==> src/rtl/dma_seq_pkg.sv <==
package dma_seq_pkg;

   typedef enum logic [2:0] {
      SQ_IDLE = 3'd0,
      SQ_ADDR = 3'd1,
      SQ_CMD  = 3'd2,
      SQ_HOLD = 3'd3,
      SQ_REL  = 3'd4
   } seq_state_e;

endpackage

==> src/rtl/dma_seq_ctrl.sv <==
module dma_seq_ctrl
   import dma_seq_pkg::*;
#(
   parameter int NUM_CH = 4,
   parameter int CH_W   = 2
) (
   input  logic            clk,
   input  logic            rst_n,
   input  logic            grant,
   input  logic [CH_W-1:0] grant_ch,
   input  logic            cfg_compress,
   input  logic            cfg_disable,
   input  logic            cfg_mem2mem,
   input  logic            cfg_hold_src,
   output logic            busy,
   output logic            ph_av,
   output logic            ph_cmd,
   output logic            ph_rel,
   output logic            ph_last,
   output logic            rd_en,
   output logic            wr_en,
   output logic            hold_act,
   output logic [CH_W-1:0] act_ch
);

   localparam logic [CH_W-1:0] SRC_CH = '0;
   localparam logic [CH_W-1:0] DST_CH = CH_W'(1);

   initial begin
      assert (NUM_CH >= 2 && CH_W >= 1 && (1 << CH_W) >= NUM_CH)
         else $error("dma_seq_ctrl: channel count and select width disagree");
   end

   seq_state_e      st;
   logic            comp_q;
   logic            m2m_q;
   logic            hold_q;
   logic            second_q;
   logic [CH_W-1:0] ch_q;
   logic            accept;

   assign accept = (st == SQ_IDLE) && grant && !cfg_disable;

   always_ff @(posedge clk or negedge rst_n) begin
      if (!rst_n) begin
         st       <= SQ_IDLE;
         comp_q   <= 1'b0;
         m2m_q    <= 1'b0;
         hold_q   <= 1'b0;
         second_q <= 1'b0;
         ch_q     <= '0;
      end else begin
         case (st)
            SQ_IDLE: begin
               if (accept) begin
                  comp_q   <= cfg_compress;
                  m2m_q    <= cfg_mem2mem;
                  hold_q   <= cfg_hold_src;
                  second_q <= 1'b0;
                  ch_q     <= cfg_mem2mem ? SRC_CH : grant_ch;
                  st       <= cfg_compress ? SQ_CMD : SQ_ADDR;
               end
            end
            SQ_ADDR: st <= SQ_CMD;
            SQ_CMD:  st <= SQ_HOLD;
            SQ_HOLD: st <= SQ_REL;
            SQ_REL: begin
               if (m2m_q && !second_q) begin
                  second_q <= 1'b1;
                  ch_q     <= DST_CH;
                  st       <= comp_q ? SQ_CMD : SQ_ADDR;
               end else begin
                  st <= SQ_IDLE;
               end
            end
            default: st <= SQ_IDLE;
         endcase
      end
   end

   assign busy     = (st != SQ_IDLE);
   assign ph_av    = (st == SQ_ADDR) || (st == SQ_CMD) || (st == SQ_HOLD);
   assign ph_cmd   = (st == SQ_CMD) || (st == SQ_HOLD);
   assign ph_rel   = (st == SQ_REL);
   assign ph_last  = !m2m_q || second_q;
   assign rd_en    = !m2m_q || !second_q;
   assign wr_en    = !m2m_q || second_q;
   assign hold_act = hold_q;
   assign act_ch   = ch_q;

   // a disabled controller stays idle
   p_idle_when_disabled_r9 : assert property (@(posedge clk) disable iff (!rst_n)
      (st == SQ_IDLE && cfg_disable) |=> (st == SQ_IDLE));

   // the second half of a copy always addresses channel 1
   p_copy_dest_ch_r5 : assert property (@(posedge clk) disable iff (!rst_n)
      (m2m_q && second_q && st != SQ_IDLE) |-> (ch_q == DST_CH));

   // the command window is never a single clock
   p_cmd_two_clocks_r2 : assert property (@(posedge clk) disable iff (!rst_n)
      $rose(ph_cmd) |=> ph_cmd);

endmodule

==> src/rtl/dma_seq_chan_mux.sv <==
module dma_seq_chan_mux #(
   parameter int NUM_CH    = 4,
   parameter int ADDR_W    = 16,
   parameter int CNT_W     = 16,
   parameter int CH_W      = 2,
   parameter bit SEL_ANDOR = 1'b1
) (
   input  logic [CH_W-1:0]          act_ch,
   input  logic [NUM_CH*ADDR_W-1:0] addr_all,
   input  logic [NUM_CH*CNT_W-1:0]  cnt_all,
   output logic [ADDR_W-1:0]        sel_addr,
   output logic                     cnt_zero
);

   initial begin
      assert (ADDR_W >= 2 && CNT_W >= 1)
         else $error("dma_seq_chan_mux: address or count width too small");
   end

   generate
      if (SEL_ANDOR) begin : g_andor
         logic [NUM_CH-1:0][ADDR_W-1:0] masked;
         logic [NUM_CH-1:0]             zero_hit;
         logic [ADDR_W-1:0]             acc;

         for (genvar i = 0; i < NUM_CH; i++) begin : g_ch
            assign masked[i]   = (act_ch == CH_W'(i)) ? addr_all[i*ADDR_W +: ADDR_W] : '0;
            assign zero_hit[i] = (act_ch == CH_W'(i)) && (cnt_all[i*CNT_W +: CNT_W] == '0);
         end

         always_comb begin
            acc = '0;
            for (int k = 0; k < NUM_CH; k++) acc = acc | masked[k];
         end

         assign sel_addr = acc;
         assign cnt_zero = |zero_hit;
      end else begin : g_index
         assign sel_addr = addr_all[act_ch*ADDR_W +: ADDR_W];
         assign cnt_zero = (cnt_all[act_ch*CNT_W +: CNT_W] == '0);
      end
   endgenerate

endmodule

==> src/rtl/dma_seq_stepper.sv <==
module dma_seq_stepper #(
   parameter int NUM_CH = 4,
   parameter int ADDR_W = 16,
   parameter int CH_W   = 2
) (
   input  logic              clk,
   input  logic              rst_n,
   input  logic              ph_rel,
   input  logic              hold_act,
   input  logic [CH_W-1:0]   act_ch,
   input  logic [ADDR_W-1:0] sel_addr,
   input  logic [NUM_CH-1:0] dir_down,
   output logic [NUM_CH-1:0] upd_en,
   output logic [ADDR_W-1:0] upd_addr
);

   localparam logic [ADDR_W-1:0] ONE = ADDR_W'(1);

   logic              dir_sel;
   logic              freeze;
   logic              upd_go;
   logic [ADDR_W-1:0] stepped;

   assign dir_sel = dir_down[act_ch];
   assign stepped = dir_sel ? (sel_addr - ONE) : (sel_addr + ONE);
   assign freeze  = hold_act && (act_ch == '0);
   assign upd_go  = ph_rel && !freeze;

   generate
      for (genvar i = 0; i < NUM_CH; i++) begin : g_upd
         assign upd_en[i] = upd_go && (act_ch == CH_W'(i));
      end
   endgenerate

   assign upd_addr = upd_go ? stepped : '0;

   // never more than one address register is written
   p_upd_onehot_r7 : assert property (@(posedge clk) disable iff (!rst_n)
      $onehot0(upd_en));

   // a held source address is never rewritten
   p_hold_src_r6 : assert property (@(posedge clk) disable iff (!rst_n)
      (hold_act && act_ch == '0) |-> (upd_en == '0));

endmodule

==> src/rtl/dma_xfer_sequencer.sv <==
module dma_xfer_sequencer #(
   parameter int NUM_CH    = 4,
   parameter int ADDR_W    = 16,
   parameter int CNT_W     = 16,
   parameter bit SEL_ANDOR = 1'b1,
   localparam int CH_W     = (NUM_CH > 1) ? $clog2(NUM_CH) : 1
) (
   input  logic                     clk,
   input  logic                     rst_n,
   input  logic                     grant,
   input  logic [CH_W-1:0]          grant_ch,
   input  logic                     cfg_compress,
   input  logic                     cfg_disable,
   input  logic                     cfg_mem2mem,
   input  logic                     cfg_hold_src,
   input  logic [NUM_CH-1:0]        dir_down,
   input  logic [NUM_CH*ADDR_W-1:0] cur_addr,
   input  logic [NUM_CH*CNT_W-1:0]  cur_count,
   output logic                     addr_valid,
   output logic [ADDR_W-1:0]        bus_addr,
   output logic                     rd_cmd,
   output logic                     wr_cmd,
   output logic                     tc,
   output logic [NUM_CH-1:0]        upd_en,
   output logic [ADDR_W-1:0]        upd_addr,
   output logic                     done
);

   logic            busy;
   logic            ph_av;
   logic            ph_cmd;
   logic            ph_rel;
   logic            ph_last;
   logic            rd_en;
   logic            wr_en;
   logic            hold_act;
   logic [CH_W-1:0] act_ch;
   logic [ADDR_W-1:0] sel_addr;
   logic            cnt_zero;

   dma_seq_ctrl #(.NUM_CH(NUM_CH), .CH_W(CH_W)) u_ctrl (
      .clk(clk), .rst_n(rst_n), .grant(grant), .grant_ch(grant_ch),
      .cfg_compress(cfg_compress), .cfg_disable(cfg_disable),
      .cfg_mem2mem(cfg_mem2mem), .cfg_hold_src(cfg_hold_src),
      .busy(busy), .ph_av(ph_av), .ph_cmd(ph_cmd), .ph_rel(ph_rel),
      .ph_last(ph_last), .rd_en(rd_en), .wr_en(wr_en),
      .hold_act(hold_act), .act_ch(act_ch)
   );

   dma_seq_chan_mux #(
      .NUM_CH(NUM_CH), .ADDR_W(ADDR_W), .CNT_W(CNT_W),
      .CH_W(CH_W), .SEL_ANDOR(SEL_ANDOR)
   ) u_mux (
      .act_ch(act_ch), .addr_all(cur_addr), .cnt_all(cur_count),
      .sel_addr(sel_addr), .cnt_zero(cnt_zero)
   );

   dma_seq_stepper #(.NUM_CH(NUM_CH), .ADDR_W(ADDR_W), .CH_W(CH_W)) u_step (
      .clk(clk), .rst_n(rst_n), .ph_rel(ph_rel), .hold_act(hold_act),
      .act_ch(act_ch), .sel_addr(sel_addr), .dir_down(dir_down),
      .upd_en(upd_en), .upd_addr(upd_addr)
   );

   assign addr_valid = ph_av;
   assign bus_addr   = busy ? sel_addr : '0;
   assign rd_cmd     = ph_cmd && rd_en;
   assign wr_cmd     = ph_cmd && wr_en;
   assign tc         = ph_cmd && ph_last && cnt_zero;
   assign done       = ph_rel && ph_last;

   // strobes only inside the address window
   p_cmd_has_addr_r2 : assert property (@(posedge clk) disable iff (!rst_n)
      (rd_cmd || wr_cmd) |-> addr_valid);

   // terminal count never outlives the strobes
   p_tc_inside_cmd_r8 : assert property (@(posedge clk) disable iff (!rst_n)
      tc |-> (rd_cmd || wr_cmd));

   // done lasts one clock
   p_done_pulse_r10 : assert property (@(posedge clk) disable iff (!rst_n)
      done |=> !done);

   // done comes right after the strobes drop
   p_done_after_cmd_r10 : assert property (@(posedge clk) disable iff (!rst_n)
      done |-> (!rd_cmd && !wr_cmd && $past(rd_cmd || wr_cmd)));

   // a copy never strobes read and write together
   p_copy_split_r5 : assert property (@(posedge clk) disable iff (!rst_n)
      (busy && !(rd_en && wr_en)) |-> !(rd_cmd && wr_cmd));

endmodule

==> config.mk <==
export PLATFORM = sky130hd
export DESIGN_NAME = dma_xfer_sequencer
export DESIGN_NICKNAME = d
export VERILOG_FILES = /design/src/rtl/dma_seq_pkg.sv /design/src/rtl/dma_seq_ctrl.sv /design/src/rtl/dma_seq_chan_mux.sv /design/src/rtl/dma_seq_stepper.sv /design/src/rtl/dma_xfer_sequencer.sv
export SDC_FILE = /design/constraint.sdc
export NUM_CORES = 1
export LEC_CHECK = 0
export BUFFER_PORTS_ARGS = -buffer_cell sky130_fd_sc_hd__clkbuf_2
export CAP_MARGIN = 15
export CORE_ASPECT_RATIO = 0.75
export CORE_MARGIN = 5
export CORE_UTILIZATION = 38
export DETAILED_ROUTE_END_ITERATION = 10
export PLACE_DENSITY = 0.84
export SLEW_MARGIN = 30
export SYNTH_ARGS = -nofsm -noshare
export SYNTH_HDL_FRONTEND = slang
export SYNTH_SLANG_ARGS = --single-unit
==> constraint.sdc <==
create_clock -name clk -period 5.17 [get_ports clk]
set_input_delay 1.034 -clock clk [delete_from_list [all_inputs] [get_ports clk]]
set_output_delay 1.034 -clock clk [all_outputs]
set_load 0.01 [all_outputs]
==> results of run 1 <==
-- critical path, delay by kind of cell --
family	cells	cell delay, ps
AND/OR/NAND/NOR	1	190
AO/OA/AOI/OAI	4	1180
buffers and inverters	2	250
adder cells (fa/ha/maj)	1	430
multiplexers	1	690
-- Yosys cell counts (all sizes together) (7+ instances only) --
| cell | n | area share [%] |
|---|---|---|
| mux4 | 17 | 19 |
| nand2 | 17 | 3.2 |
| o21ai | 10 | 2.5 |
| a21oi | 12 | 3.0 |
| ha | 16 | 10 |
| dfrtp | 9 | 11 |
| nor3 | 8 | 2.0 |
| inv | 7 | 1.3 |
| clkbuf | 8 | 1.5 |
| nor2 | 16 | 3.0 |
| nor2b | 19 | 6.0 |
| nor4 | 15 | 4.7 |
-- through the flow --
| stage | area (µm²) | worst slack (ps) |
|---|---|---|
| 5_1_grt | 3000 | 156 |
| 3_5_place_dp | 2960 | 357 |
| 2_1_floorplan | 1990 | 736 |
| 4_1_cts | 3000 | 361 |
| 3_3_place_gp | 2960 | 409 |
| 6_report | 3000 | 341 |
-- worst paths after layout --
| check | startpoint | end | slack, ps | depth (start not counted) |
|---|---|---|---|---|
| min in group asynchronous | rst_n | u_ctrl.hold_act | 650 | 1 |
| max reg2reg | u_ctrl.st[0] | u_ctrl.m2m_q | 3440 | 4 |
| max in group asynchronous | rst_n | u_ctrl.act_ch[0] | 4330 | 1 |
| min reg2reg | u_ctrl.m2m_q | u_ctrl.m2m_q | 520 | 1 |
| min | u_ctrl.m2m_q | u_ctrl.m2m_q | 520 | 1 |
| max | dir_down[3] | upd_addr[15] | 340 | 9 |
-- kinds of logic (layout without fill, tap and decap cells) --
group / after synthesis / in the layout / share of synthesized area, %
AOI/OAI and AO/OA: 54 / 54 / 19.7
xor gates and xnor gates: 8 / 8 / 3.52
adders and majority gates: 17 / 17 / 11.1
buffers and inverters: 19 / 195 / 4.02
DFF: 9 / 9 / 11.3
muxes: 22 / 22 / 21.9
and+or+nand+nor: 105 / 105 / 28.4
-- routing by layer --
metal  wire length, µm  vias to the layer above  part of all wire [%]
li1                  -                     1259                     -
met1              3710                     1204                    45
met2              3750                      104                    46
met3               581                       15                   7.1
met4               139                        0                   1.7
met5                 0                        -                     0
-- cell type report --
class | count | area share (%)
timing repair buffer | 184 | 30.9
inverter | 7 | 0.876
tap | 72 | 3.00
sequential | 9 | 7.51
clock buffer | 4 | 1.50
multi-input combinational | 206 | 56.2
-- state kept, by name (all words and copies together), names as in the netlist --
name             flops
u_ctrl.st            3
u_ctrl.m2m_q         1
u_ctrl.act_ch        2
u_ctrl.second_q      1
u_ctrl.hold_act      1
u_ctrl.comp_q        1
-- power breakdown --
group | switching, µW | internal, µW | total (µW)
combinational | 847 | 687 | 1530
sequential | 40.9 | 102 | 143
clock | 30.6 | 54.0 | 84.6
==> out/results.ini, run 1 <==
[run_status]
outcome=complete, no violations

[drt]
dr.pass1.iters=4
first_iter_violations=89
viasPerCell=5.36
ant_nets=0
vias=2582
wire_per_inst_um=17.0
drc=0
routed_wl_um=8180

[timing]
slew_headroom_pct=48.8
hold_ws_ps=522
post-route-period-util_pct=93.4
finalHoldViolCount=0
finalSetupViolCount=0
tightest_slew_ps=768
clock-skew-final_ps=1.27
fmax_ghz=0.207
rsz0062_at_grt=false
setup_tns_ps=0
slew_violations=0
layout_min_cycle_time_ps=4830

[final_layout]
fin_nets=569
drive_gt1_share_pct=51.7
final_core_util_pct=60.2
final_cell_mix=clkbuf_2 (181), nor2b_1 (19), mux4_2 (17), nand2_1 (17)
diodes=0
final_common_cell=clkbuf_2
syn2layout_area_growth_pct=50.7
multi_input_area_um2=1690
instances_no_fill=482
seq_area_um2=225
fill_cells=472

[grt]
use_met1_pct=31.5
grtUsageTotal_pct=23.9
grt_max_degree=25
antenna_found_initial=0
grt.busiest_layer=met2
met2_usage_pct=40.5
grt.overflow.total=0
met3_usage_pct=4.74
grt_pass1_vias=2752
grt_pass1_wl_um=13000

[worst_setup_path]
cp_max_fo=18
crit_slowest_cell=mux4_2
worstSetupPathType=input port to primary output
crit_arrival_ps=3790
cp_cell_sequence=clkbuf_2 -> mux4_2 -> ha_1 -> a21o_1 -> o32ai_1 -> nor3_1 -> a2111o_1 -> o21ai_0 -> clkbuf_2
critical_path_required_ps=4140
worst_setup_path_start_kind=input port
cpPeakStageDelay_ps=690
crit_top_cell=clkbuf_2
endpoint_kind=primary output

[floorplan]
io_pins=182
die-area_um2=6800
start_util_pct=40.0
dieHeight_um=72.7
core_area_um2=4980
die_w_um=93.6
fp-row-count=22

[clock_network]
cts_tree=done
hold_buffers=0
clkTransAtPathRegs_ps=50
ctsResizeCount=0
cts.sinks=9
cts_root_buf=clkbuf_8
clock_latency_ps=240
cts_buffers=3
cts_setup_buffers=0
htreeDepth=1
ctsLongestPathBuffers=2

[synth]
ys_warn_count=0
netlist_area_um2=1990
synthesis.nets=392
synthArstFlopShare_pct=100
ys_seq_area_share_pct=11.3
synth_seq_cells=9
ys.flop_type=dfrtp_1
avgSynthCellArea_um2=8.51
synthCells=234
ys_types=52
synth_enable_flop_cells=0

[place]
globalplace.congestion=1.00
portBuffers=181
dp.final_hpwl_um=7220
numPlacedInstances=478

[power_and_ir_drop]
p_total_uw=1760
p_leak_uw=0.00154
p_per_area_nw_per_um2=587
vdd_ir_drop_max_mv=0.241

[worst_hold_path]
hold_class=register to register

[run]
cap_viol_max_count=0

(Power assumes the default switching activity.)
==> run 2: changes to the inputs <==
--- a/config.mk
+++ b/config.mk
@@ -5,13 +5,14 @@
 export SDC_FILE = /design/constraint.sdc
 export NUM_CORES = 1
 export LEC_CHECK = 0
+export ABC_AREA = 1
 export BUFFER_PORTS_ARGS = -buffer_cell sky130_fd_sc_hd__clkbuf_2
 export CAP_MARGIN = 15
 export CORE_ASPECT_RATIO = 0.75
 export CORE_MARGIN = 5
-export CORE_UTILIZATION = 38
+export CORE_UTILIZATION = 40
 export DETAILED_ROUTE_END_ITERATION = 10
-export PLACE_DENSITY = 0.84
+export PLACE_DENSITY = 0.85
 export SLEW_MARGIN = 30
 export SYNTH_ARGS = -nofsm -noshare
 export SYNTH_HDL_FRONTEND = slang
==> run 2 against run 1 <==
Effect of this change:
- via count increased by 23%
- routed wire length increased by 5.8%
- clock skew about the same
- clock-buffer cell count unchanged
- final cell count increased by 27%
- hold slack improved by 6.4 ps
- register-to-register slack improved by 50 ps
- design area increased by 4.8%
- synthesized area increased by 7.8%
- first-iteration DRC count increased by 52%
- sequential share of layout area decreased by 0.34 points
- sequential power increased by 13%
==> out/results.ini, run 2 <==
[run_status]
outcome=complete, no violations

[timing]
layout_min_cycle_time_ps=4580  ; -244 ps
post-route-period-util_pct=88.7  ; -4.7 points
slew_headroom_pct=59.8  ; +11 points
fmax_ghz=0.218  ; +5.3%
setup_tns_ps=0  ; unchanged
rsz0062_at_grt=false
slew_violations=0  ; unchanged
finalSetupViolCount=0  ; unchanged
clock-skew-final_ps=0.890  ; -0.380 ps
finalHoldViolCount=0  ; unchanged
tightest_slew_ps=602  ; -166 ps

[worst_setup_path]
reg2reg_slack_ps=3490  ; +50 ps
endpoint_kind=primary output
critical_path_required_ps=4140  ; about the same
worstSetupPathType=register to primary output
cp_max_fo=17  ; -1
rr_worst_depth=9  ; +5
crit_arrival_ps=3550  ; -240 ps
regToRegEndpoint=u_ctrl.act_ch[1]
worst_setup_path_start_kind=register
r2r_start=u_ctrl.st[0]

[worst_hold_path]
min_from=u_ctrl.hold_act
whs_path_depth=2  ; +1
hold_end=u_ctrl.hold_act
hold_class=register to register

[final_layout]
final_cell_area_um2=3140  ; +4.8%
fin_nets=698  ; +23%
drive_gt1_share_pct=38.4  ; -13 points
largest_reg_flops=3  ; unchanged
largest-register=u_ctrl.st
diodes=0  ; unchanged
instances_no_fill=614  ; +27%
syn2layout_area_growth_pct=46.5
final_common_cell=clkbuf_2
final_cell_mix=clkbuf_2 (181), nand2_1 (90), inv_1 (41), nor2_1 (35), nand3_1 (29)

[floorplan]
die-area_um2=6940  ; +2.1%
start_util_pct=40.7  ; +0.79 points
fp-row-count=23  ; +4.5%
die_w_um=94.6  ; +1.1%
dieHeight_um=73.4  ; +1.0%
io_pins=182  ; unchanged
core_area_um2=5270  ; +5.7%

[synth]
synth_most_common_cell=nand2_1
netlist_area_um2=2150  ; +7.8%
synthArstFlopShare_pct=100  ; unchanged
ys_top_cells_by_area=nand2_1 (16%), dfrtp_1 (10%), ha_1 (9.3%)
synthTopCellsByCount=nand2_1 (90), inv_1 (41), nor2_1 (35), nand3_1 (29), a21oi_1 (23)
synthesis.nets=519  ; +32%
avgSynthCellArea_um2=5.94  ; -30%
synth_enable_flop_cells=0  ; unchanged
ys.flop_type=dfrtp_1
ys_warn_count=0  ; unchanged
synth_top_cell_by_area=nand2_1
netlist.area_leader.share_pct=15.7  ; -3.5 points
synthCells=361  ; +54%
ys_seq_area_share_pct=10.5  ; -0.82 points
synth_seq_cells=9  ; unchanged
ys_types=39  ; -25%

[power_and_ir_drop]
p_leak_uw=0.00183  ; +19%
switching_share_pct=60.2  ; +8.1 points
p_int_uw=871  ; +3.3%
power.switching_uw=1320  ; +44%
p_per_area_nw_per_um2=696  ; +19%
vdd_ir_drop_max_mv=0.342  ; +42%
p_clk_share_pct=3.6  ; -1.2 points
comb_power_share_pct=89.0  ; +1.9 points
p_seq_share_pct=7.4  ; -0.7 points

[clock_network]
cts_setup_buffers=0  ; unchanged
cts_tree=done
clock_latency_ps=230  ; about the same
htreeDepth=1  ; unchanged
ctsResizeCount=0  ; unchanged
cts_root_buf=clkbuf_8
cts.sinks=9  ; unchanged
hold_buffers=0  ; unchanged
clkTransAtPathRegs_ps=40  ; about the same
cts_buffers=3  ; unchanged
ctsLongestPathBuffers=2  ; unchanged

[place]
globalplace.congestion=0.945  ; -5.6%
portBuffers=181  ; unchanged
dp.final_hpwl_um=7380  ; +2.2%
postPlaceCellArea_um2=3100  ; +4.9%
numPlacedInstances=610  ; +28%

[grt]
antenna_found_initial=0  ; unchanged
grt.overflow.total=0  ; unchanged
grt_pass1_wl_um=13600  ; +4.5%
grt_max_degree=20  ; -20%
grtUsageTotal_pct=24.0  ; +0.15 points
grt_pass1_vias=3009  ; +9.3%

[drt]
dr.pass1.iters=5  ; +1
first_iter_violations=135  ; +52%
met2WireLength_um=4210  ; +12%
viasPerCell=5.15  ; -3.8%
highest_layer=met4
wire_per_inst_um=14.1  ; -17%
routed_wl_um=8650  ; +5.8%
vias=3163  ; +23%
ant_nets=0  ; unchanged
drc=0  ; unchanged
wl_met1_um=3600  ; -3.0%
met3_length_um=794  ; +37%

[run]
cap_viol_max_count=0  ; unchanged

[run 2: area by class of cell]
cell class | count | area, µm²
repair buffers | 183 | 921
clock buffers | 4 | 45.0
fillers | 541 | 2120
inverters | 48 | 183
flip-flops and latches | 9 | 225
well taps | 75 | 93.8
multi-input cells | 295 | 1680
[run 2: power by group through the flow]
| stage | Combinational (µW) | Sequential, µW | Clock, µW |
|---|---|---|---|
| detailed placement | 1930 | 160 | 0 |
| global placement | 1880 | 158 | 0 |
| CTS | 1940 | 160 | 80.7 |
| floorplan | 1470 | 121 | 0 |
| finish | 1950 | 161 | 79.2 |
| global route | 2200 | 166 | 87.4 |
[run 2: cells by family after synthesis]
logic type | Yosys count | share of synthesized area, %
compound gates | 76 | 22.9
xor+xnor | 4 | 1.63
fa+ha+maj | 17 | 10.3
buf+inv | 57 | 11.4
flops | 9 | 10.5
simple gates | 198 | 43.4
[run 2: worst max-delay path by stage]
stage	from	endpoint	depth (start not counted)
final	u_ctrl.act_ch[0]	upd_addr[10]	19
after global placement	dir_down[3]	upd_addr[10]	18
after CTS	u_ctrl.act_ch[0]	upd_addr[10]	19
after floorplan	dir_down[3]	upd_addr[10]	16
after global routing	u_ctrl.act_ch[0]	upd_addr[10]	19
after detailed placement	u_ctrl.act_ch[0]	upd_addr[10]	19
[run 2: routing by layer]
metal,vias to the layer above,GRT usage (%)
met3,8,3.99
met4,0,3.68
met1,1411,30.0
met2,135,44.3
met5,-,0
li1,1609,-
[run 2: worst max-delay path, stage by stage (launching register included)]
cell	delay (ps)
dfrtp_1	650
nand2_1	150
inv_2	300
nand2_1	100
nand2_1	90
nor2_1	60
inv_1	450
ha_1	390
a21oi_1	170
nand2_1	140
nand2_1	90
inv_1	50
nand2_1	50
nand2_1	100
nand3b_1	110
nand2_1	70
nand2_1	60
nand2_1	50
nor2_1	100
clkbuf_2	140
[run 2: metrics by stage]
stage	utilization [%]	power (µW)	setup WS, ps	hold WS, ps
finish	59.7	2190	586	528
global route	59.7	2450	287	556
CTS	59.7	2180	621	523
detailed placement	58.9	2090	880	492
global placement	58.9	2040	983	499
floorplan	-	1590	1390	462
